`config.mk`:
```
export PLATFORM = sky130hd
export DESIGN_NAME = dma_irq_status
export DESIGN_NICKNAME = d
export VERILOG_FILES = /design/src/rtl/dis_pkg.sv /design/src/rtl/dis_ctrl.sv /design/src/rtl/dis_dpath.sv /design/src/rtl/dma_irq_status.sv
export SDC_FILE = /design/constraint.sdc
export NUM_CORES = 1
export LEC_CHECK = 0
export ABC_AREA = 1
export BUFFER_PORTS_ARGS = -buffer_cell sky130_fd_sc_hd__buf_2
export CAP_MARGIN = 20
export CORE_UTILIZATION = 41
export CTS_BUF_LIST = sky130_fd_sc_hd__clkbuf_4
export DETAILED_ROUTE_END_ITERATION = 6
export GPL_ROUTABILITY_DRIVEN = 0
export PLACE_DENSITY = 0.83
export SLEW_MARGIN = 40
export SYNTH_ARGS = -nofsm -noshare
export SYNTH_HDL_FRONTEND = slang
export SYNTH_SLANG_ARGS = --single-unit
```
`constraint.sdc`:
```
create_clock -name clk -period 2 [get_ports clk]
set_clock_uncertainty 0.1 [all_clocks]
set_input_delay 0.4 -clock clk [delete_from_list [all_inputs] [get_ports clk]]
set_output_delay 0.4 -clock clk [all_outputs]
set_load 0.01 [all_outputs]
```
`src/rtl/dis_pkg.sv`:
```
package dis_pkg;
  localparam int RegW = 32;

  localparam int OfsComb   = 'h000;
  localparam int OfsTcMask = 'h004;
  localparam int OfsTcClr  = 'h008;
  localparam int OfsErMask = 'h00C;
  localparam int OfsErClr  = 'h010;
  localparam int OfsTcRaw  = 'h014;
  localparam int OfsErRaw  = 'h018;

  typedef enum logic [2:0] {
    SelNone, SelComb, SelTcMask, SelErMask, SelTcRaw, SelErRaw
  } rdSel_e;

  typedef struct packed {
    logic   clrTc;
    logic   clrErr;
    rdSel_e rdSel;
  } ctrlStrb_t;
endpackage

```
`src/rtl/dis_ctrl.sv`:
```
module dis_ctrl
  import dis_pkg::*;
#(
  parameter int ADDR_W = 12
) (
  input  logic [ADDR_W-1:0] regAddr,
  input  logic              regWrEn,
  output ctrlStrb_t         strb
);
  always_comb begin
    strb = '{clrTc: 1'b0, clrErr: 1'b0, rdSel: SelNone};
    case (regAddr)
      ADDR_W'(OfsComb):   strb.rdSel  = SelComb;
      ADDR_W'(OfsTcMask): strb.rdSel  = SelTcMask;
      ADDR_W'(OfsErMask): strb.rdSel  = SelErMask;
      ADDR_W'(OfsTcRaw):  strb.rdSel  = SelTcRaw;
      ADDR_W'(OfsErRaw):  strb.rdSel  = SelErRaw;
      ADDR_W'(OfsTcClr):  strb.clrTc  = regWrEn;
      ADDR_W'(OfsErClr):  strb.clrErr = regWrEn;
      default:            strb.rdSel  = SelNone;
    endcase
  end
endmodule

```
`src/rtl/dis_dpath.sv`:
```
module dis_dpath
  import dis_pkg::*;
#(
  parameter int NCH = 8,
  parameter int IDX_W = (NCH > 1) ? $clog2(NCH) : 1
) (
  input  logic             clk,
  input  logic             rstN,
  input  logic [NCH-1:0]   tcEvent,
  input  logic [NCH-1:0]   errEvent,
  input  logic [NCH-1:0]   tcEnable,
  input  logic [NCH-1:0]   errEnable,
  input  logic [RegW-1:0]  regWrData,
  input  ctrlStrb_t        strb,
  output logic [NCH-1:0]   rawTc,
  output logic [NCH-1:0]   rawErr,
  output logic [RegW-1:0]  regRdData,
  output logic             irqOut,
  output logic             pendValid,
  output logic [IDX_W-1:0] pendIdx
);
  logic [NCH-1:0] clrTcMask, clrErrMask;
  logic [NCH-1:0] maskTc, maskErr, comb;

  assign clrTcMask  = regWrData[NCH-1:0] & {NCH{strb.clrTc}};
  assign clrErrMask = regWrData[NCH-1:0] & {NCH{strb.clrErr}};

  // one sticky bit pair per channel; a new event outranks a clear
  for (genvar ch = 0; ch < NCH; ch++) begin : g_chan
    always_ff @(posedge clk) begin
      if (!rstN) begin
        rawTc[ch]  <= 1'b0;
        rawErr[ch] <= 1'b0;
      end else begin
        if (tcEvent[ch])         rawTc[ch] <= 1'b1;
        else if (clrTcMask[ch])  rawTc[ch] <= 1'b0;
        if (errEvent[ch])        rawErr[ch] <= 1'b1;
        else if (clrErrMask[ch]) rawErr[ch] <= 1'b0;
      end
    end
  end

  assign maskTc  = rawTc & tcEnable;
  assign maskErr = rawErr & errEnable;
  assign comb    = maskTc | maskErr;
  assign irqOut  = |comb;
  assign pendValid = irqOut;

  always_comb begin
    pendIdx = '0;
    for (int i = NCH - 1; i >= 0; i--) begin
      if (comb[i]) pendIdx = IDX_W'(i);
    end
  end

  always_comb begin
    case (strb.rdSel)
      SelComb:   regRdData = RegW'(comb);
      SelTcMask: regRdData = RegW'(maskTc);
      SelErMask: regRdData = RegW'(maskErr);
      SelTcRaw:  regRdData = RegW'(rawTc);
      SelErRaw:  regRdData = RegW'(rawErr);
      default:   regRdData = '0;
    endcase
  end
endmodule

```
`src/rtl/dma_irq_status.sv`:
```
module dma_irq_status
  import dis_pkg::*;
#(
  parameter int NCH = 8,
  parameter int ADDR_W = 12,
  localparam int IDX_W = (NCH > 1) ? $clog2(NCH) : 1
) (
  input  logic             clk,
  input  logic             rstN,
  input  logic [NCH-1:0]   tcEvent,
  input  logic [NCH-1:0]   errEvent,
  input  logic [NCH-1:0]   tcEnable,
  input  logic [NCH-1:0]   errEnable,
  input  logic [ADDR_W-1:0] regAddr,
  input  logic             regWrEn,
  input  logic [RegW-1:0]  regWrData,
  output logic [RegW-1:0]  regRdData,
  output logic             irqOut,
  output logic             pendValid,
  output logic [IDX_W-1:0] pendIdx
);
  ctrlStrb_t      strb;
  logic [NCH-1:0] rawTc, rawErr;

  dis_ctrl #(.ADDR_W(ADDR_W)) u_ctrl (
    .regAddr(regAddr), .regWrEn(regWrEn), .strb(strb)
  );

  dis_dpath #(.NCH(NCH), .IDX_W(IDX_W)) u_dpath (
    .clk(clk), .rstN(rstN),
    .tcEvent(tcEvent), .errEvent(errEvent),
    .tcEnable(tcEnable), .errEnable(errEnable),
    .regWrData(regWrData), .strb(strb),
    .rawTc(rawTc), .rawErr(rawErr),
    .regRdData(regRdData), .irqOut(irqOut),
    .pendValid(pendValid), .pendIdx(pendIdx)
  );
endmodule

```
==> results of run 1 <==
==> how the worst max path moves through the flow <==
stage	start	cells past startpoint	to	slack, ns
2_1_floorplan	regAddr[11]	9	regRdData[0]	0.14
3_3_place_gp	regAddr[11]	11	regRdData[3]	-0.15
3_5_place_dp	regAddr[9]	11	regRdData[3]	-0.15
4_1_cts	regAddr[7]	11	regRdData[3]	-0.06
5_1_grt	regAddr[6]	9	regRdData[1]	-0.18
6_report	regAddr[6]	9	regRdData[1]	-0.10
==> power by group <==
part	internal [mW]	switching [mW]
clock	0.0726	0.103
sequential	0.344	0.0150
combinational	0.113	0.149
==> cell type report <==
| class | instances | area (µm²) |
|---|---|---|
| sequential | 16 | 329 |
| multi-input combinational | 177 | 957 |
| fill | 330 | 1260 |
| clock buffer | 3 | 22.5 |
| inverter | 56 | 210 |
| clock inverter | 1 | 3.75 |
| tap | 46 | 57.6 |
| timing repair buffer | 88 | 549 |
==> what timing repair did <==
action / 4_1_cts / 5_1_grt
pin swaps: 13 / 20
endpoints found under the setup margin: 11 / 12
buffers inserted: 0 / 5
gates resized for setup: 21 / 34
cloned: 0 / 0
==> cells by family after synthesis <==
family / count (synthesis) / synth area share [%]
AND/OR/NAND/NOR: 108 / 35.1
buffers and inverters: 82 / 27.3
AO/OA/AOI/OAI: 45 / 15.5
flip-flops: 16 / 21.8
other: 1 / 0.255
==> metrics by stage <==
step                hold slack [ns]  std cells  TNS, ns  worst slack, ns  power [mW]
floorplan                     0.362        275        0            0.137       0.515
global placement              0.374        378   -0.966           -0.147       0.565
detailed placement            0.384        378    -1.00           -0.152       0.571
CTS                           0.231        382   -0.327          -0.0588       0.760
global route                  0.235        387    -1.46           -0.178       0.851
finish                        0.224        387   -0.515           -0.101       0.797
==> cells in the mapped netlist <==
| cell | number |
|---|---|
| dfxtp_1 | 16 |
| nor4_1 | 1 |
| nor3_4 | 1 |
| nor2_4 | 2 |
| a21oi_1 | 25 |
| inv_1 | 52 |
| inv_2 | 3 |
| nand3b_1 | 5 |
| o21ai_1 | 2 |
| o21ai_0 | 17 |
| clkbuf_1 | 1 |
| clkinv_1 | 1 |
| nand2_1 | 53 |
| nand4_1 | 8 |
| nor2_1 | 22 |
| nand2_2 | 2 |
| nand3_2 | 1 |
| conb_1 | 1 |
| nand3_1 | 10 |
| nor3_1 | 1 |
| nor2_2 | 1 |
| nand3_4 | 1 |
| buf_4 | 25 |
| a22oi_1 | 1 |
==> per-layer routing <==
metal / routed length (µm) / up-vias / GRT usage, %
li1: - / 915 / -
met1: 1670 / 760 / 26.6
met2: 2150 / 94 / 37.5
met3: 295 / 6 / 3.11
met4: 52 / 0 / 4.76
met5: 0 / - / 0
==> layout by cell type (no fill, tap or decap) <==
master and count:
dfxtp_2 7, nor4_2 1, nor3_4 2, inv_1 51
nand3_2 4, nand2_1 45, nand3_1 7, nand4_1 8
a21oi_1 25, inv_2 4, nand2_2 7, a22oi_2 1
buf_6 9, o21ai_2 1, buf_2 58, nor2_4 7
nand2_4 3, nand3_4 1, nand3b_1 5, conb_1 24
clkinv_1 2, o21ai_1 2, o21ai_0 16, dfxtp_1 9
buf_4 21, nor2_1 13, nor2_2 5, clkbuf_4 3
==> worst max-delay path: stages <==
cell	delay [ns]
buf_6	0.10
nor2_4	0.12
nand2_4	0.08
nor3_4	0.31
inv_2	0.08
nor2_4	0.20
nand2_1	0.08
nand4_1	0.10
buf_2	0.13
==> registers in the layout, summed over array words and instances, names as in the netlist <==
name and flops:
u_dpath.rawTc 8, u_dpath.rawErr 8
==> reports/results.ini, run 1 <==
[worst_setup_path]
worstPathArrival_ns=1.60
timing.rr.end=u_dpath.rawTc[6]
worstSetupEndpointType=output port
r2r_start=u_dpath.rawTc[6]
crit_path_max_fanout=6
critPathKind=primary input to output port
critPathRequiredTime_ns=1.50
ff2ff_setup_slack_ns=1.13
crit_path_start_kind=primary input
reg2reg_depth=3

[detailed_routing]
viasPerCell=4.59
dr.first_iter.drc_count=44
vias=1775
drtPass1Iterations=4
remaining_drc_errors=0
ant_nets=0
drt-total-wl_um=4160
routedWlPerCell_um=10.8

[clocking]
cts_tree=built
clkSinkCount=16
cts.htree.levels=1
cts_hold_buf=0
cts_buffers=3
clk_latency_ns=0.29
clockBufferDepth=2
clk_pin_slew_ns=0.09
root_buffer=clkbuf_4

[global_route]
grt_util_all_layers_pct=21.0
grt_max_degree=17
globalRouteOverflowTotal=0
grt_pass1_vias=1428
grt_pass1_wl_um=5910
antenna_found_initial=0

[pwr]
ir_worst_vdd_mv=0.343
p_leak_nw=1.30
power_density_nw_per_um2=374

[timing]
rsz0062_at_grt=yes
worstMarginPinSlew_ns=0.514
finalHoldViolCount=0
post-route-min-period_ns=2.10
period_share_pct=105
relSlewSlack_pct=65.7
fmax_mhz=476
maxSlewViolCount=0
setup_violations=8
fin_ws_ns=-0.101

[synthesis]
seq_area_frac_synth_pct=21.8
yosys-top-cells-area=dfxtp_1 (22%), nand2_1 (14%), inv_1 (13%)
syn_area_um2=1470
yosysWarnings=0
yosys.cell_types.count=24
synth_top_area_cell=dfxtp_1
syn_inst=252
ys_ff_latch=16
postSynthAreaPerCell_um2=5.83
yosys.area.top_type_share_pct=21.8

[hold_path]
whs_endpoint=u_dpath.rawTc[7]
hold_path.class=primary input to flip-flop
hold_path_startpoint=tcEvent[7]
hold_depth=3

[finish]
drive_gt1_share_pct=39.3
nets=421
finish.utilization_pct=62.8
design_area_um2=2130
antennaDiodeCount=0
syn_to_final_growth_pct=45.0

[place]
dp_hpwl_um=3160
dpl_cell_area_um2=1880
io_buffers=67

[floorplan]
die_y_um=61.9
die_area_um2=3830
io-pin-count=116
die_w_um=61.9
core_um2=3390
initial_core_util_pct=43.3
row_count=21

[outcome]
outcome=complete, but fails checks
failed_checks=negative setup slack

[flow_run]
drv_cap=0

No activity file was read; power rests on OpenSTA's default activity.
==> run 2: changes to the inputs <==
--- a/config.mk
+++ b/config.mk
@@ -5,14 +5,13 @@
 export SDC_FILE = /design/constraint.sdc
 export NUM_CORES = 1
 export LEC_CHECK = 0
-export ABC_AREA = 1
 export BUFFER_PORTS_ARGS = -buffer_cell sky130_fd_sc_hd__buf_2
 export CAP_MARGIN = 20
-export CORE_UTILIZATION = 41
+export CORE_UTILIZATION = 39
 export CTS_BUF_LIST = sky130_fd_sc_hd__clkbuf_4
 export DETAILED_ROUTE_END_ITERATION = 6
 export GPL_ROUTABILITY_DRIVEN = 0
-export PLACE_DENSITY = 0.83
+export PLACE_DENSITY = 0.82
 export SLEW_MARGIN = 40
 export SYNTH_ARGS = -nofsm -noshare
 export SYNTH_HDL_FRONTEND = slang
==> reports/results.ini, run 2 <==
[timing]
finalHoldViolCount=0
fin_setup_tns_ns=0
post-route-min-period_ns=1.99
rsz0062_at_grt=yes
maxSlewViolCount=0
fmax_mhz=502
setup_violations=0
period_share_pct=99.6

[clocking]
clockBufferDepth=2
clk_latency_ns=0.29
clk_pin_slew_ns=0.10
cts_buffers=3
clkSinkCount=16
cts_hold_buf=0
cts.htree.levels=1
root_buffer=clkbuf_4
cts_tree=built

[synthesis]
synth_top_area_cell=dfxtp_1
syn_area_um2=1360
ys.flop_type=dfxtp_1
yosys.cell_types.count=30
syn_inst=192
synth_xor_area_share_pct=0.645
synth_common_cells=o21ai_0 (26), buf_4 (25), nor2_1 (23), a21oi_1 (18), dfxtp_1 (16)
synthAdderAreaFrac_pct=0
yosysWarnings=0
post-synth-top-count-cell=o21ai_0
synthMuxAreaShare_pct=0
ys_ff_latch=16
synth_edf_count=0
yosys-top-cells-area=dfxtp_1 (24%), buf_4 (14%), o21ai_0 (9.6%)
seq_area_frac_synth_pct=23.6
synthSimpleGateAreaFrac_pct=22.8
yosys.area.top_type_share_pct=23.6
synth_compound_area_share_pct=35.5
postSynthAreaPerCell_um2=7.07
async_flop_share_pct=0
synth_top_family_by_area=compound AO/OA/AOI/OAI gates

[floorplan]
die_w_um=61
initial_core_util_pct=40.7
die_area_um2=3720
row_count=21
die_y_um=61
core_um2=3340
io-pin-count=116

[flow_run]
drv_cap=0

[worst_setup_path]
worstSetupStartpoint=regAddr[2]
crit_path_max_fanout=8
crit_path_start_kind=primary input
worstPathArrival_ns=1.49
r2r_start=u_dpath.rawTc[6]
critPathRequiredTime_ns=1.50
critPathKind=primary input to output port
worstSetupEndpointType=output port

[detailed_routing]
drt-total-wl_um=4050
viasPerCell=5.44
vias=1725
remaining_drc_errors=0
ant_nets=0
dr.first_iter.drc_count=50
routedWlPerCell_um=12.8
drtPass1Iterations=4

[finish]
syn_to_final_growth_pct=44.4
finish.utilization_pct=58.8
final_cell_mix=buf_2 (65), o21ai_0 (24), conb_1 (24), nor2_1 (22), a21oi_1 (18)
nets=351
fin_cells=317
drive_gt1_share_pct=46.5
layout.cells.most_common=buf_2
antennaDiodeCount=0
layout_top_registers=u_dpath.rawErr x8, u_dpath.rawTc x8

[hold_path]
hold_path_startpoint=errEvent[5]
hold_path.class=primary input to flip-flop

[global_route]
grt_pass1_wl_um=5750
antenna_found_initial=0
globalRouteOverflowTotal=0
grt_util_all_layers_pct=20.7
grt_max_degree=18
grt_pass1_vias=1360

[place]
io_buffers=67
place_inst=310
dp_hpwl_um=2980

[pwr]
power_density_nw_per_um2=434
ir_worst_vdd_mv=0.281
p_leak_nw=0.872

[outcome]
outcome=finished, final reports clean

run 2: changes by cell type in the layout (fill, tap and decap cells not counted), moves of 8 or more:
cell | previous run | this run
inv_1 | 51 | 2
nand2_1 | 45 | 14
nor2_1 | 13 | 22
o21ai_0 | 16 | 24
run 2: stage by stage:
stage / worst slack, ns / instance area, µm² / total power [mW] / hold slack [ns]
6_report: 0.00808 / 1960 / 0.852 / 0.278
5_1_grt: -0.0800 / 1960 / 0.912 / 0.270
4_1_cts: 0.00609 / 1810 / 0.808 / 0.276
3_5_place_dp: -0.0377 / 1740 / 0.624 / 0.451
3_3_place_gp: -0.0498 / 1740 / 0.618 / 0.440
2_1_floorplan: 0.0264 / 1450 / 0.547 / 0.415
run 2: worst paths after layout:
kind | to | slack [ns] | depth (start not counted)
worst max-delay path | regRdData[5] | 0.008 | 7
worst min-delay path | u_dpath.rawErr[5] | 0.28 | 3
worst max register to register | u_dpath.rawTc[6] | 1.12 | 3
worst min register to register | u_dpath.rawTc[1] | 0.47 | 2
run 2: logic make-up (layout without fill, tap and decap cells):
kind of cell | Yosys count | in the layout
AOI/OAI and AO/OA | 79 | 79
and+or+nand+nor | 59 | 59
buffers and inverters | 36 | 92
DFF | 16 | 16
other | 1 | 24
xor gates and xnor gates | 1 | 1
run 2: metal layers:
metal  track usage (%)  wire length (µm)
met1              27.4              1790
met2              32.7              1810
met3              4.26               361
met4              8.44                90
met5                 0                 0
run 2: where the power goes:
part	internal, mW	leakage [nW]	total [mW]	switching (mW)
sequential	0.345	0.137	0.368	0.0235
combinational	0.135	0.720	0.305	0.170
clock	0.0726	0.0154	0.178	0.106
total	0.553	0.872	0.852	0.299
run 2: cell type report:
class | instances | area [µm²]
clock buffer | 3 | 22.5
clock inverter | 1 | 3.75
fill | 315 | 1380
inverter | 2 | 7.51
multi-input combinational | 163 | 1020
sequential | 16 | 338
tap | 46 | 57.6
timing repair buffer | 86 | 514
run 2: repair_timing:
item | 4_1_cts | 5_1_grt
endpoints found under the setup margin | 8 | 13
gates resized for setup | 11 | 35
pin swaps | 1 | 14
setup buffers | 0 | 3
run 2: worst max-delay path, stage by stage:
cell and delay (ns):
buf_2 0.14, buf_4 0.17, a211oi_1 0.22, a21oi_1 0.08, a211oi_2 0.25, a2111oi_4 0.07
buf_2 0.16
==> run 3: changes to the inputs <==
--- a/config.mk
+++ b/config.mk
@@ -7,12 +7,13 @@
 export LEC_CHECK = 0
 export BUFFER_PORTS_ARGS = -buffer_cell sky130_fd_sc_hd__buf_2
 export CAP_MARGIN = 20
-export CORE_UTILIZATION = 39
+export CORE_UTILIZATION = 40
 export CTS_BUF_LIST = sky130_fd_sc_hd__clkbuf_4
 export DETAILED_ROUTE_END_ITERATION = 6
 export GPL_ROUTABILITY_DRIVEN = 0
-export PLACE_DENSITY = 0.82
+export PLACE_DENSITY = 0.83
 export SLEW_MARGIN = 40
 export SYNTH_ARGS = -nofsm -noshare
 export SYNTH_HDL_FRONTEND = slang
+export SYNTH_HIERARCHICAL = 1
 export SYNTH_SLANG_ARGS = --single-unit
==> reports/results.ini, run 3 <==
[outcome]
outcome=complete, but fails checks
failed_checks=negative setup slack

[finish]
layout.cells.most_common=buf_2
drive_gt1_share_pct=46.8
syn_to_final_growth_pct=38.2
fin_cells=309
nets=346
antennaDiodeCount=0
design_area_um2=1910
finish.utilization_pct=60.6
layout_top_registers=u_dpath/rawErr x8, u_dpath/rawTc x8
final_cell_mix=buf_2 (65), a21oi_1 (24), conb_1 (24), nand2_1 (20), nor2b_1 (16)
fill_cells=315

[worst_setup_path]
slowest_delay_ns=0.32
critPathRequiredTime_ns=1.50
worstSetupEndpointType=output port
crit_path_frequent_cell=buf_6
worstPathCellList=buf_6, nor4_4, nand3_2, nor3b_4, nor2b_4, buf_6, o21ai_0, o21ai_1, a21o_1, buf_2
cp_top_family=simple AND/OR/NAND/NOR gates
critPathKind=primary input to output port
slowest_stage=nor3b_4
worstPathArrival_ns=2.06
crit_path_max_fanout=8
crit_path_start_kind=primary input
path_buf_inv=3

[floorplan]
io-pin-count=116
die_w_um=60.8
die_area_um2=3700
die_y_um=60.8
row_count=20
initial_core_util_pct=43.8
core_um2=3150

[detailed_routing]
wl_met1_um=1620
viasPerCell=4.90
highest-signal-layer=met4
dr.first_iter.drc_count=31
ant_nets=0
drt-total-wl_um=3730
routedWlPerCell_um=12.1
vias=1513
remaining_drc_errors=0
met3WireLength_um=227
drtPass1Iterations=5
routed-wl-met2_um=1830

[clocking]
clockBufferDepth=2
clk_latency_ns=0.29
root_buffer=clkbuf_4
clkSinkCount=16
clk_pin_slew_ns=0.09
cts_tree=built
post_cts_buffers=0
cts_buffers=3
cts.htree.levels=1

[place]
place_inst=304
dp_hpwl_um=2840
pre_cts_ws_ns=-0.522
dpl_cell_area_um2=1760
io_buffers=67

[timing]
finalHoldViolCount=0
rsz0062_at_grt=yes
period_share_pct=128
maxSlewViolCount=0
setup_violations=8
fmax_mhz=391
fin_ws_ns=-0.557
post-route-min-period_ns=2.56

[flow_run]
drv_cap=0

[synthesis]
yosys.cell_types.count=35
postSynthAreaPerCell_um2=7.35
async_flop_share_pct=0
synth_edf_count=0
post-synth-top-count-cell=a21oi_1
yosysWarnings=6
syn_area_um2=1380
ys.flop_type=dfxtp_1
seq_area_frac_synth_pct=23.2
ys_ff_latch=16
yosys-top-cells-area=dfxtp_1 (23%), buf_4 (14%), a21oi_1 (11%)
yosys.area.top_type_share_pct=23.2
synth_top_area_cell=dfxtp_1
syn_inst=188
synth_common_cells=a21oi_1 (30), buf_4 (26), nand2_1 (21), nor2b_1 (18), dfxtp_1 (16)

[hold_path]
hold_path.class=primary input to flip-flop

[global_route]
grt_pass1_wl_um=5670
grt_pass1_vias=1356
grt_max_degree=17
globalRouteOverflowTotal=0
grt_util_all_layers_pct=20.5
antenna_found_initial=0

[pwr]
p_leak_nw=1.00
ir_worst_vdd_mv=0.384
p_total_mw=0.763
power_density_nw_per_um2=399

==> run 3: where the power goes <==
group	leakage [nW]	switching (mW)	internal (mW)	total (mW)
clock network	0.0138	0.0997	0.0702	0.170
logic	0.853	0.116	0.111	0.227
registers	0.135	0.0237	0.343	0.366
total	1.00	0.239	0.523	0.763
==> run 3: cells by family after synthesis <==
logic type	synth area share, %
other	0.271
AND/OR/NAND/NOR	27.9
buffers and inverters	17.7
XOR/XNOR	1.27
AO/OA/AOI/OAI	29.7
flip-flops	23.2
==> run 3: cell type report <==
cell class | count | area (µm²) | share of cell area [%]
inverter | 2 | 7.51 | 0.393
clock buffer | 3 | 22.5 | 1.18
tap | 44 | 55.1 | 2.88
sequential | 16 | 324 | 17.0
multi-input combinational | 161 | 1030 | 53.9
timing repair buffer | 83 | 472 | 24.7
==> run 3: worst paths after layout <==
path	start	endpoint	slack, ns	cells past startpoint
worst max-delay path	regAddr[9]	regRdData[3]	-0.56	10
worst min-delay path	errEvent[7]	u_dpath/rawErr[7]	0.23	3
worst max register to register	u_dpath/rawTc[6]	u_dpath/rawTc[6]	1.24	2
worst min register to register	u_dpath/rawErr[2]	u_dpath/rawErr[2]	0.44	2
==> run 3: worst register-to-register path, delay by kind of cell, from the launching register on <==
kind | cells | cell delay, ns
DFF | 1 | 0.41
and+or+nand+nor | 1 | 0.10
AOI/OAI and AO/OA | 1 | 0.09
==> run 3: what timing repair did <==
| action | CTS | global route |
|---|---|---|
| pin swaps | 5 | 8 |
| setup endpoints to repair | 8 | 13 |
| hold buffers | 0 | 0 |
| cloned | 1 | 1 |
| gates resized for setup | 7 | 25 |
==> run 3: routing by layer <==
layer / track usage [%] / vias up
met2: 36.7 / 68
met4: 6.82 / 0
li1: - / 757
met3: 1.92 / 5
met5: 0 / -
met1: 25.6 / 683
==> run 3: metrics by stage <==
| stage | setup TNS [ns] | hold slack (ns) |
|---|---|---|
| after floorplan | -1.90 | 0.387 |
| after global placement | -3.63 | 0.413 |
| after detailed placement | -4.09 | 0.426 |
| after CTS | -3.95 | 0.230 |
| after global routing | -4.91 | 0.238 |
| final | -3.96 | 0.229 |
